`config.mk`:
```
export PLATFORM = sky130hd
export DESIGN_NAME = xmem_port_ctrl
export DESIGN_NICKNAME = d
export VERILOG_FILES = /design/src/rtl/xmp_pkg.sv /design/src/rtl/xmp_cfg_seq.sv /design/src/rtl/xmp_mode_dec.sv /design/src/rtl/xmp_slot_bank.sv /design/src/rtl/xmem_port_ctrl.sv
export SDC_FILE = /design/constraint.sdc
export NUM_CORES = 1
export LEC_CHECK = 0
export BUFFER_PORTS_ARGS = -buffer_cell sky130_fd_sc_hd__buf_4
export CAP_MARGIN = 0
export CORE_MARGIN = 2
export CORE_UTILIZATION = 46
export CTS_CLUSTER_DIAMETER = 100
export DETAILED_ROUTE_END_ITERATION = 6
export HOLD_SLACK_MARGIN = 0.06
export PLACE_DENSITY = 0.74
export SLEW_MARGIN = 20
export SYNTH_ARGS = -nofsm -noshare
export SYNTH_HDL_FRONTEND = slang
export SYNTH_SLANG_ARGS = --single-unit
```
`constraint.sdc`:
```
create_clock -name clk -period 7.32 [get_ports clk]
set_clock_uncertainty 0.1 [all_clocks]
set_input_delay 1.83 -clock clk [delete_from_list [all_inputs] [get_ports clk]]
set_output_delay 1.83 -clock clk [all_outputs]
set_load 0.02 [all_outputs]
```
`src/rtl/xmp_pkg.sv`:
```
// Shared types and mode encodings for the external memory port controller.
// Assumes 16-bit register data and a 4-bit ROM page extension.
package xmp_pkg;
    localparam int DW    = 16;
    localparam int PAGEW = 4;
    localparam int XAW   = DW + PAGEW;

    typedef enum logic [1:0] {
        TGT_ROM  = 2'd0,
        TGT_DRAM = 2'd1,
        TGT_IRAM = 2'd2,
        TGT_NONE = 2'd3
    } tgt_e;

    typedef struct packed {
        logic [DW-1:0] addr;
        logic [DW-1:0] mode;
    } slot_t;

    localparam logic [DW-1:0] MW_DRAM     = 16'h0018;
    localparam logic [DW-1:0] MW_DRAM_I1  = 16'h0818;
    localparam logic [DW-1:0] MW_IRAM_I1  = 16'h081C;
    localparam logic [DW-1:0] MW_IRAM_I2  = 16'h101C;
    localparam logic [DW-1:0] MR_DRAM     = 16'h0018;
    localparam logic [DW-1:0] MR_DRAM_I1  = 16'h0818;
    localparam logic [DW-1:0] MR_DRAM_I32 = 16'h3018;
    localparam logic [DW-1:0] MR_ROM_I1   = 16'h0809;
endpackage

```
`src/rtl/xmp_cfg_seq.sv`:
```
// Two-phase configuration register with pending-bind flag.
// Assumes cfg_acc and port_acc are never high together.
module xmp_cfg_seq
    import xmp_pkg::*;
(
    input  logic          clk,
    input  logic          rst_n,
    input  logic          cfg_acc,
    input  logic          cfg_wr,
    input  logic [DW-1:0] wdata,
    input  logic          port_acc,
    output slot_t         cfg_word,
    output logic          phase,
    output logic          pending,
    output logic [DW-1:0] cfg_rdata
);
    // Read data follows the half selected by the current phase.
    assign cfg_rdata = phase ? cfg_word.mode : cfg_word.addr;

    // Phase toggle, half loads, pending arm and clear.
    always_ff @(posedge clk) begin
        if (!rst_n) begin
            cfg_word <= '0;
            phase    <= 1'b0;
            pending  <= 1'b0;
        end else if (cfg_acc) begin
            if (cfg_wr) begin
                if (phase) cfg_word.mode <= wdata;
                else       cfg_word.addr <= wdata;
            end
            phase <= ~phase;
            if (phase) pending <= 1'b1;
        end else if (port_acc) begin
            phase   <= 1'b0;
            pending <= 1'b0;
        end
    end
endmodule

```
`src/rtl/xmp_mode_dec.sv`:
```
// Decodes a slot's mode into target, step and external address.
// Assumes the caller qualifies the outputs with a real access.
module xmp_mode_dec
    import xmp_pkg::*;
#(
    parameter int              IRAM_AW   = 10,
    parameter logic [DW-1:0]   IRAM_BASE = 16'h8000,
    parameter int              STEPW     = 6
)(
    input  logic             is_wr,
    input  slot_t            slot,
    output logic             ok,
    output tgt_e             tgt,
    output logic [STEPW-1:0] step,
    output logic [XAW-1:0]   xaddr,
    output logic             win_err
);
    localparam int IRAM_PAD = XAW - IRAM_AW;

    // Mode lookup per direction.
    always_comb begin
        ok   = 1'b0;
        tgt  = TGT_NONE;
        step = '0;
        if (is_wr) begin
            case (slot.mode)
                MW_DRAM:    begin ok = 1'b1; tgt = TGT_DRAM; step = STEPW'(0); end
                MW_DRAM_I1: begin ok = 1'b1; tgt = TGT_DRAM; step = STEPW'(1); end
                MW_IRAM_I1: begin ok = 1'b1; tgt = TGT_IRAM; step = STEPW'(1); end
                MW_IRAM_I2: begin ok = 1'b1; tgt = TGT_IRAM; step = STEPW'(2); end
                default:    ;
            endcase
        end else begin
            case (slot.mode)
                MR_DRAM:     begin ok = 1'b1; tgt = TGT_DRAM; step = STEPW'(0);  end
                MR_DRAM_I1:  begin ok = 1'b1; tgt = TGT_DRAM; step = STEPW'(1);  end
                MR_DRAM_I32: begin ok = 1'b1; tgt = TGT_DRAM; step = STEPW'(32); end
                MR_ROM_I1:   begin ok = 1'b1; tgt = TGT_ROM;  step = STEPW'(1);  end
                default:     ;
            endcase
        end
    end

    // External address formation per target.
    always_comb begin
        case (tgt)
            TGT_ROM:  xaddr = {slot.mode[PAGEW-1:0], slot.addr};
            TGT_IRAM: xaddr = {{IRAM_PAD{1'b0}}, slot.addr[IRAM_AW-1:0]};
            default:  xaddr = {{PAGEW{1'b0}}, slot.addr};
        endcase
    end

    // Instruction RAM window test on the upper address bits.
    assign win_err = (tgt == TGT_IRAM) &&
                     (slot.addr[DW-1:IRAM_AW] != IRAM_BASE[DW-1:IRAM_AW]);
endmodule

```
`src/rtl/xmp_slot_bank.sv`:
```
// Per-port read slot, write slot and plain register storage.
// Assumes at most one of bind_en, inc_en, plain_we is high per cycle.
module xmp_slot_bank
    import xmp_pkg::*;
#(
    parameter int NPORTS = 5,
    parameter int SELW   = 3,
    parameter int STEPW  = 6
)(
    input  logic             clk,
    input  logic             rst_n,
    input  logic [SELW-1:0]  sel,
    input  logic             bind_en,
    input  logic             bind_wr,
    input  slot_t            bind_val,
    input  logic             inc_en,
    input  logic             inc_wr,
    input  logic [STEPW-1:0] inc_step,
    input  logic             plain_we,
    input  logic [DW-1:0]    wdata,
    output slot_t            rd_slot_o,
    output slot_t            wr_slot_o,
    output logic [DW-1:0]    plain_o
);
    slot_t         rd_arr    [NPORTS];
    slot_t         wr_arr    [NPORTS];
    logic [DW-1:0] plain_arr [NPORTS];

    for (genvar p = 0; p < NPORTS; p++) begin : g_port
        slot_t         rd_q, wr_q;
        logic [DW-1:0] plain_q;
        logic          hit;
        assign hit = (sel == SELW'(p));

        // Bind or advance this port's slots, and hold its plain value.
        always_ff @(posedge clk) begin
            if (!rst_n) begin
                rd_q    <= '0;
                wr_q    <= '0;
                plain_q <= '0;
            end else begin
                if (hit && bind_en) begin
                    if (bind_wr) wr_q <= bind_val;
                    else         rd_q <= bind_val;
                end else if (hit && inc_en) begin
                    if (inc_wr) wr_q.addr <= wr_q.addr + DW'(inc_step);
                    else        rd_q.addr <= rd_q.addr + DW'(inc_step);
                end
                if (hit && plain_we) plain_q <= wdata;
            end
        end

        assign rd_arr[p]    = rd_q;
        assign wr_arr[p]    = wr_q;
        assign plain_arr[p] = plain_q;
    end

    // Select the addressed port's storage.
    always_comb begin
        rd_slot_o = '0;
        wr_slot_o = '0;
        plain_o   = '0;
        for (int p = 0; p < NPORTS; p++) begin
            if (sel == SELW'(p)) begin
                rd_slot_o = rd_arr[p];
                wr_slot_o = wr_arr[p];
                plain_o   = plain_arr[p];
            end
        end
    end
endmodule

```
`src/rtl/xmem_port_ctrl.sv`:
```
// Top: routes DSP register accesses to the config sequencer, the slot bank
// and the external memory request. Assumes a single-cycle memory read path.
module xmem_port_ctrl
    import xmp_pkg::*;
#(
    parameter int            NPORTS    = 5,
    parameter int            MAP_PORT  = 4,
    parameter int            CFG_SEL   = 5,
    parameter int            SELW      = 3,
    parameter int            IRAM_AW   = 10,
    parameter logic [15:0]   IRAM_BASE = 16'h8000
)(
    input  logic            clk,
    input  logic            rst_n,
    input  logic            acc_rd,
    input  logic            acc_wr,
    input  logic [SELW-1:0] acc_sel,
    input  logic [DW-1:0]   acc_wdata,
    input  logic            st_b5,
    input  logic            st_b6,
    output logic [DW-1:0]   acc_rdata,
    output logic            acc_err,
    output logic            mem_req,
    output logic [1:0]      mem_tgt,
    output logic [XAW-1:0]  mem_addr,
    output logic            mem_we,
    output logic [DW-1:0]   mem_wdata,
    input  logic [DW-1:0]   mem_rdata
);
    localparam int STEPW = 6;

    logic any_acc, is_wr, cfg_hit, port_hit, mapped, xfer;
    slot_t cfg_word, rd_slot, wr_slot, cur_slot;
    logic cfg_phase, cfg_pend;
    logic [DW-1:0] cfg_rdata, plain_val;
    logic dec_ok, dec_win_err;
    tgt_e dec_tgt;
    logic [STEPW-1:0] dec_step;
    logic [XAW-1:0] dec_xaddr;

    assign any_acc  = acc_rd | acc_wr;
    assign is_wr    = acc_wr;
    assign cfg_hit  = any_acc && (acc_sel == SELW'(CFG_SEL));
    assign port_hit = any_acc && (acc_sel < SELW'(NPORTS));
    assign mapped   = (acc_sel == SELW'(MAP_PORT)) || st_b5 || st_b6;
    assign xfer     = port_hit && !cfg_pend && mapped;
    assign cur_slot = is_wr ? wr_slot : rd_slot;

    xmp_cfg_seq u_cfg (
        .clk       (clk),
        .rst_n     (rst_n),
        .cfg_acc   (cfg_hit),
        .cfg_wr    (is_wr),
        .wdata     (acc_wdata),
        .port_acc  (port_hit),
        .cfg_word  (cfg_word),
        .phase     (cfg_phase),
        .pending   (cfg_pend),
        .cfg_rdata (cfg_rdata)
    );

    xmp_slot_bank #(.NPORTS(NPORTS), .SELW(SELW), .STEPW(STEPW)) u_bank (
        .clk       (clk),
        .rst_n     (rst_n),
        .sel       (acc_sel),
        .bind_en   (port_hit && cfg_pend),
        .bind_wr   (is_wr),
        .bind_val  (cfg_word),
        .inc_en    (mem_req),
        .inc_wr    (is_wr),
        .inc_step  (dec_step),
        .plain_we  (port_hit && is_wr && !cfg_pend && !mapped),
        .wdata     (acc_wdata),
        .rd_slot_o (rd_slot),
        .wr_slot_o (wr_slot),
        .plain_o   (plain_val)
    );

    xmp_mode_dec #(.IRAM_AW(IRAM_AW), .IRAM_BASE(IRAM_BASE), .STEPW(STEPW)) u_dec (
        .is_wr   (is_wr),
        .slot    (cur_slot),
        .ok      (dec_ok),
        .tgt     (dec_tgt),
        .step    (dec_step),
        .xaddr   (dec_xaddr),
        .win_err (dec_win_err)
    );

    assign mem_req   = xfer && dec_ok;
    assign mem_tgt   = dec_tgt;
    assign mem_addr  = dec_xaddr;
    assign mem_we    = mem_req && is_wr;
    assign mem_wdata = acc_wdata;
    assign acc_err   = xfer && (!dec_ok || (is_wr && dec_win_err));

    // Read data source: config half, memory word or plain register.
    always_comb begin
        acc_rdata = '0;
        if (acc_rd && !acc_wr) begin
            if (cfg_hit)
                acc_rdata = cfg_rdata;
            else if (port_hit && !cfg_pend)
                acc_rdata = mapped ? (dec_ok ? mem_rdata : '0) : plain_val;
        end
    end
endmodule

```
==> flow_summary.ini <==
[logic_synthesis]
synthXorXnorAreaFrac_pct = 0.449
synth-async-reset-ratio_pct = 0
post_synth_num_cell_types = 98
ys_ff_latch = 418
synth.area.top_cells = dfxtp_1 (36%), nand2_1 (11%), a21oi_1 (8.2%), mux2i_1 (4.0%), nor2_1 (3.5%)
syn_avg_cell_area_um2 = 7.69
synth_top_family_by_area = compound AO/OA/AOI/OAI gates
synth_edf_count = 0
synth_ff_type = dfxtp_1
yosysSeqAreaShare_pct = 35.8
synth_compound_area_share_pct = 24.8
synthAdderAreaFrac_pct = 2.46
netlist_area_um2 = 23400
yosysTopAreaCell = dfxtp_1
synth.most_common_cell = nand2_1
postSynthCellCount = 3041
synth_mux_area_share_pct = 7.63
synth_top_area_share_pct = 35.8
synth_common_cells = nand2_1 (677), dfxtp_1 (418), a21oi_1 (383)
yosys.area_share.simple_pct = 22.9
yosysWarnings = 0

[global_route]
first_global_vias = 23000
grt_pass1_wl_um = 130000
overflow = 0
track_usage_pct = 31.0
grt_antenna_before_repair = 3
grt_max_degree = 162

[timing]
period_needed_ns = 7.01
maxSlewHeadroom_pct = 27.9
tightest_slew_ns = 1.08
fin_tns_setup_ns = 0
fmax_mhz = 143
hold_viol = 0
setup_violations = 0
worst_slack_ns = 0.311
rsz0062_at_grt = no
period_share_pct = 95.8
slew_violations = 0

[floorplanning]
start_util_pct = 46.6
dieArea_um2 = 52700
die_h_um = 229
die_width_um = 229
rows = 82
num_io_pins = 98
core_um2 = 50200

[run]
cap_violations = 0

[placement]
portBuffers = 95
dp_slack_ns = 0.182
gp_congestion = 1.01
placed_cell_area_um2 = 24500
hpwl_um = 57100

[route]
first_pass_iters = 6
drtIter0Drc = 3221
antenna_left = 0
vias = 24200
via_per_inst = 6.54
drc_errors = 0
post_drt_wl_per_cell_um = 22.8
routed_wl_um = 84400

[worst_setup_path]
setup.worst_path.start = acc_sel[0]
rrSetupSlack_ns = 2.06
rr_endpoint = u_bank.g_port[2].wr_q[28]
criticalPathCategory = in -> out
cp.required_ns = 5.39
rr_worst_depth = 20
critPathMaxFanout = 29
critPathLaunchType = primary input
crit_path_end = acc_rdata[10]
arrival_ns = 5.08
cp-end-kind = output port
r2r_start = u_bank.g_port[3].rd_q[5]

[clock_network]
htree_levels = 2
post_cts_buffers = 0
cts_tree = yes
root_buffer = clkbuf_16
ctsHoldBuffers = 0
cts_resized = 0
cts_buffers = 47
clk_pin_slew_worst_paths_ns = 0.06
clock_latency_ns = 0.60
clk_path_buf_depth = 3
cts.sinks = 418

[power]
power_density_nw_per_um2 = 194
peakVddDrop_mv = 0.156
p_leak_nw = 8.49

[min_path]
holdPathStages = 2
hold_class = reg -> reg

[final_layout]
fin_util_pct = 52.0
final_area_um2 = 26100
nFillCells = 4599
drive_above_1_share_pct = 11.8
diodes = 0
seq_area_um2 = 8370
syn_to_final_growth_pct = 11.6
multi_input_area_um2 = 13700
nNetsFinal = 3073

[run_status]
status = finished, final reports clean
==> per-stage QoR <==
step	total power, mW	std cells	hold WS, ns
2_1_floorplan	2.51	3042	0.331
3_3_place_gp	2.61	3615	0.339
3_5_place_dp	2.62	3615	0.346
4_1_cts	5.05	3700	0.354
5_1_grt	5.17	3700	0.366
6_report	5.05	3700	0.353
==> cells in the final DEF, fill, tap and decap left out, drive strengths merged, types with 8 or more instances in the layout <==
| cell | n |
|---|---|
| o22a | 8 |
| nor2 | 218 |
| and3 | 29 |
| o31a | 9 |
| mux2i | 94 |
| a21o | 11 |
| nor2b | 19 |
| o311ai | 8 |
| buf | 186 |
| o32ai | 21 |
| nand2 | 677 |
| dfxtp | 418 |
| inv | 43 |
| nor3 | 54 |
| clkinv | 10 |
| nand3 | 56 |
| nor4 | 25 |
| a2111oi | 11 |
| o211ai | 67 |
| and2 | 14 |
| mux4 | 36 |
| a221oi | 33 |
| a211oi | 45 |
| o21ai | 94 |
| ha | 30 |
| o2111ai | 16 |
| or2 | 15 |
| nor3b | 12 |
| nand2b | 10 |
| o22ai | 26 |
| fa | 10 |
| nand3b | 27 |
| a22oi | 17 |
| o221ai | 10 |
| a21oi | 384 |
| nand4 | 17 |
| a31oi | 26 |
| o31ai | 68 |
| clkbuf | 66 |
==> cell type report <==
class	count	share of cell area (%)
clock buffers	66	5.24
clock inverters	19	0.892
inverters	41	0.618
multi-input cells	2298	52.5
flip-flops and latches	418	32.1
well taps	672	3.22
repair buffers	186	5.45
==> power by group <==
group / switching (mW) / internal, mW
Sequential: 0.00642 / 2.28
Clock: 1.02 / 1.45
Combinational: 0.210 / 0.0837
==> how the worst min path moves through the flow <==
stage                                  end  slack [ns]                        start
3_5_place_dp      u_bank.g_port[4].rd_q[9]        0.35     u_bank.g_port[4].rd_q[9]
5_1_grt        u_bank.g_port[3].plain_q[8]        0.37  u_bank.g_port[3].plain_q[8]
6_report          u_bank.g_port[4].rd_q[7]        0.35     u_bank.g_port[4].rd_q[7]
4_1_cts           u_bank.g_port[4].rd_q[7]        0.35     u_bank.g_port[4].rd_q[7]
3_3_place_gp      u_bank.g_port[2].wr_q[7]        0.34     u_bank.g_port[2].wr_q[7]
2_1_floorplan    u_bank.g_port[4].rd_q[10]        0.33    u_bank.g_port[4].rd_q[10]
==> per-layer routing <==
metal | vias to the layer above | track usage [%] | share of wire (%)
li1 | 10800 | - | -
met1 | 11500 | 39.7 | 38
met3 | 284 | 7.08 | 12
met2 | 1639 | 48.7 | 44
met4 | 4 | 15.9 | 5.0
met5 | - | 0 | 0.034
==> cell families (layout without fill, tap and decap cells) <==
logic type	after synthesis	after routing
buf+inv	326	312
flops	418	418
xor+xnor	12	12
fa+ha+maj	40	40
compound gates	904	904
simple gates	1207	1207
mux	133	133
other cells	1	2
==> flip-flops by register name, summed over array words and instances, names as in the netlist <==
| name | count |
|---|---|
| u_cfg.pending | 1 |
| u_cfg.cfg_word | 32 |
| u_cfg.phase | 1 |
| u_bank.g_port.plain_q | 64 |
| u_bank.g_port.wr_q | 160 |
| u_bank.g_port.rd_q | 160 |
==> critical path: stages <==
cell      delay (ns)
buf_4           0.25
buf_12          0.22
buf_4           0.28
or3b_1          0.45
o22a_1          0.20
o211a_1         0.15
o221a_2         0.35
and4b_1         0.25
and2b_1         0.59
nand3b_1        0.18
a21oi_1         0.09
buf_4           0.18
(Power assumes the default switching activity.)
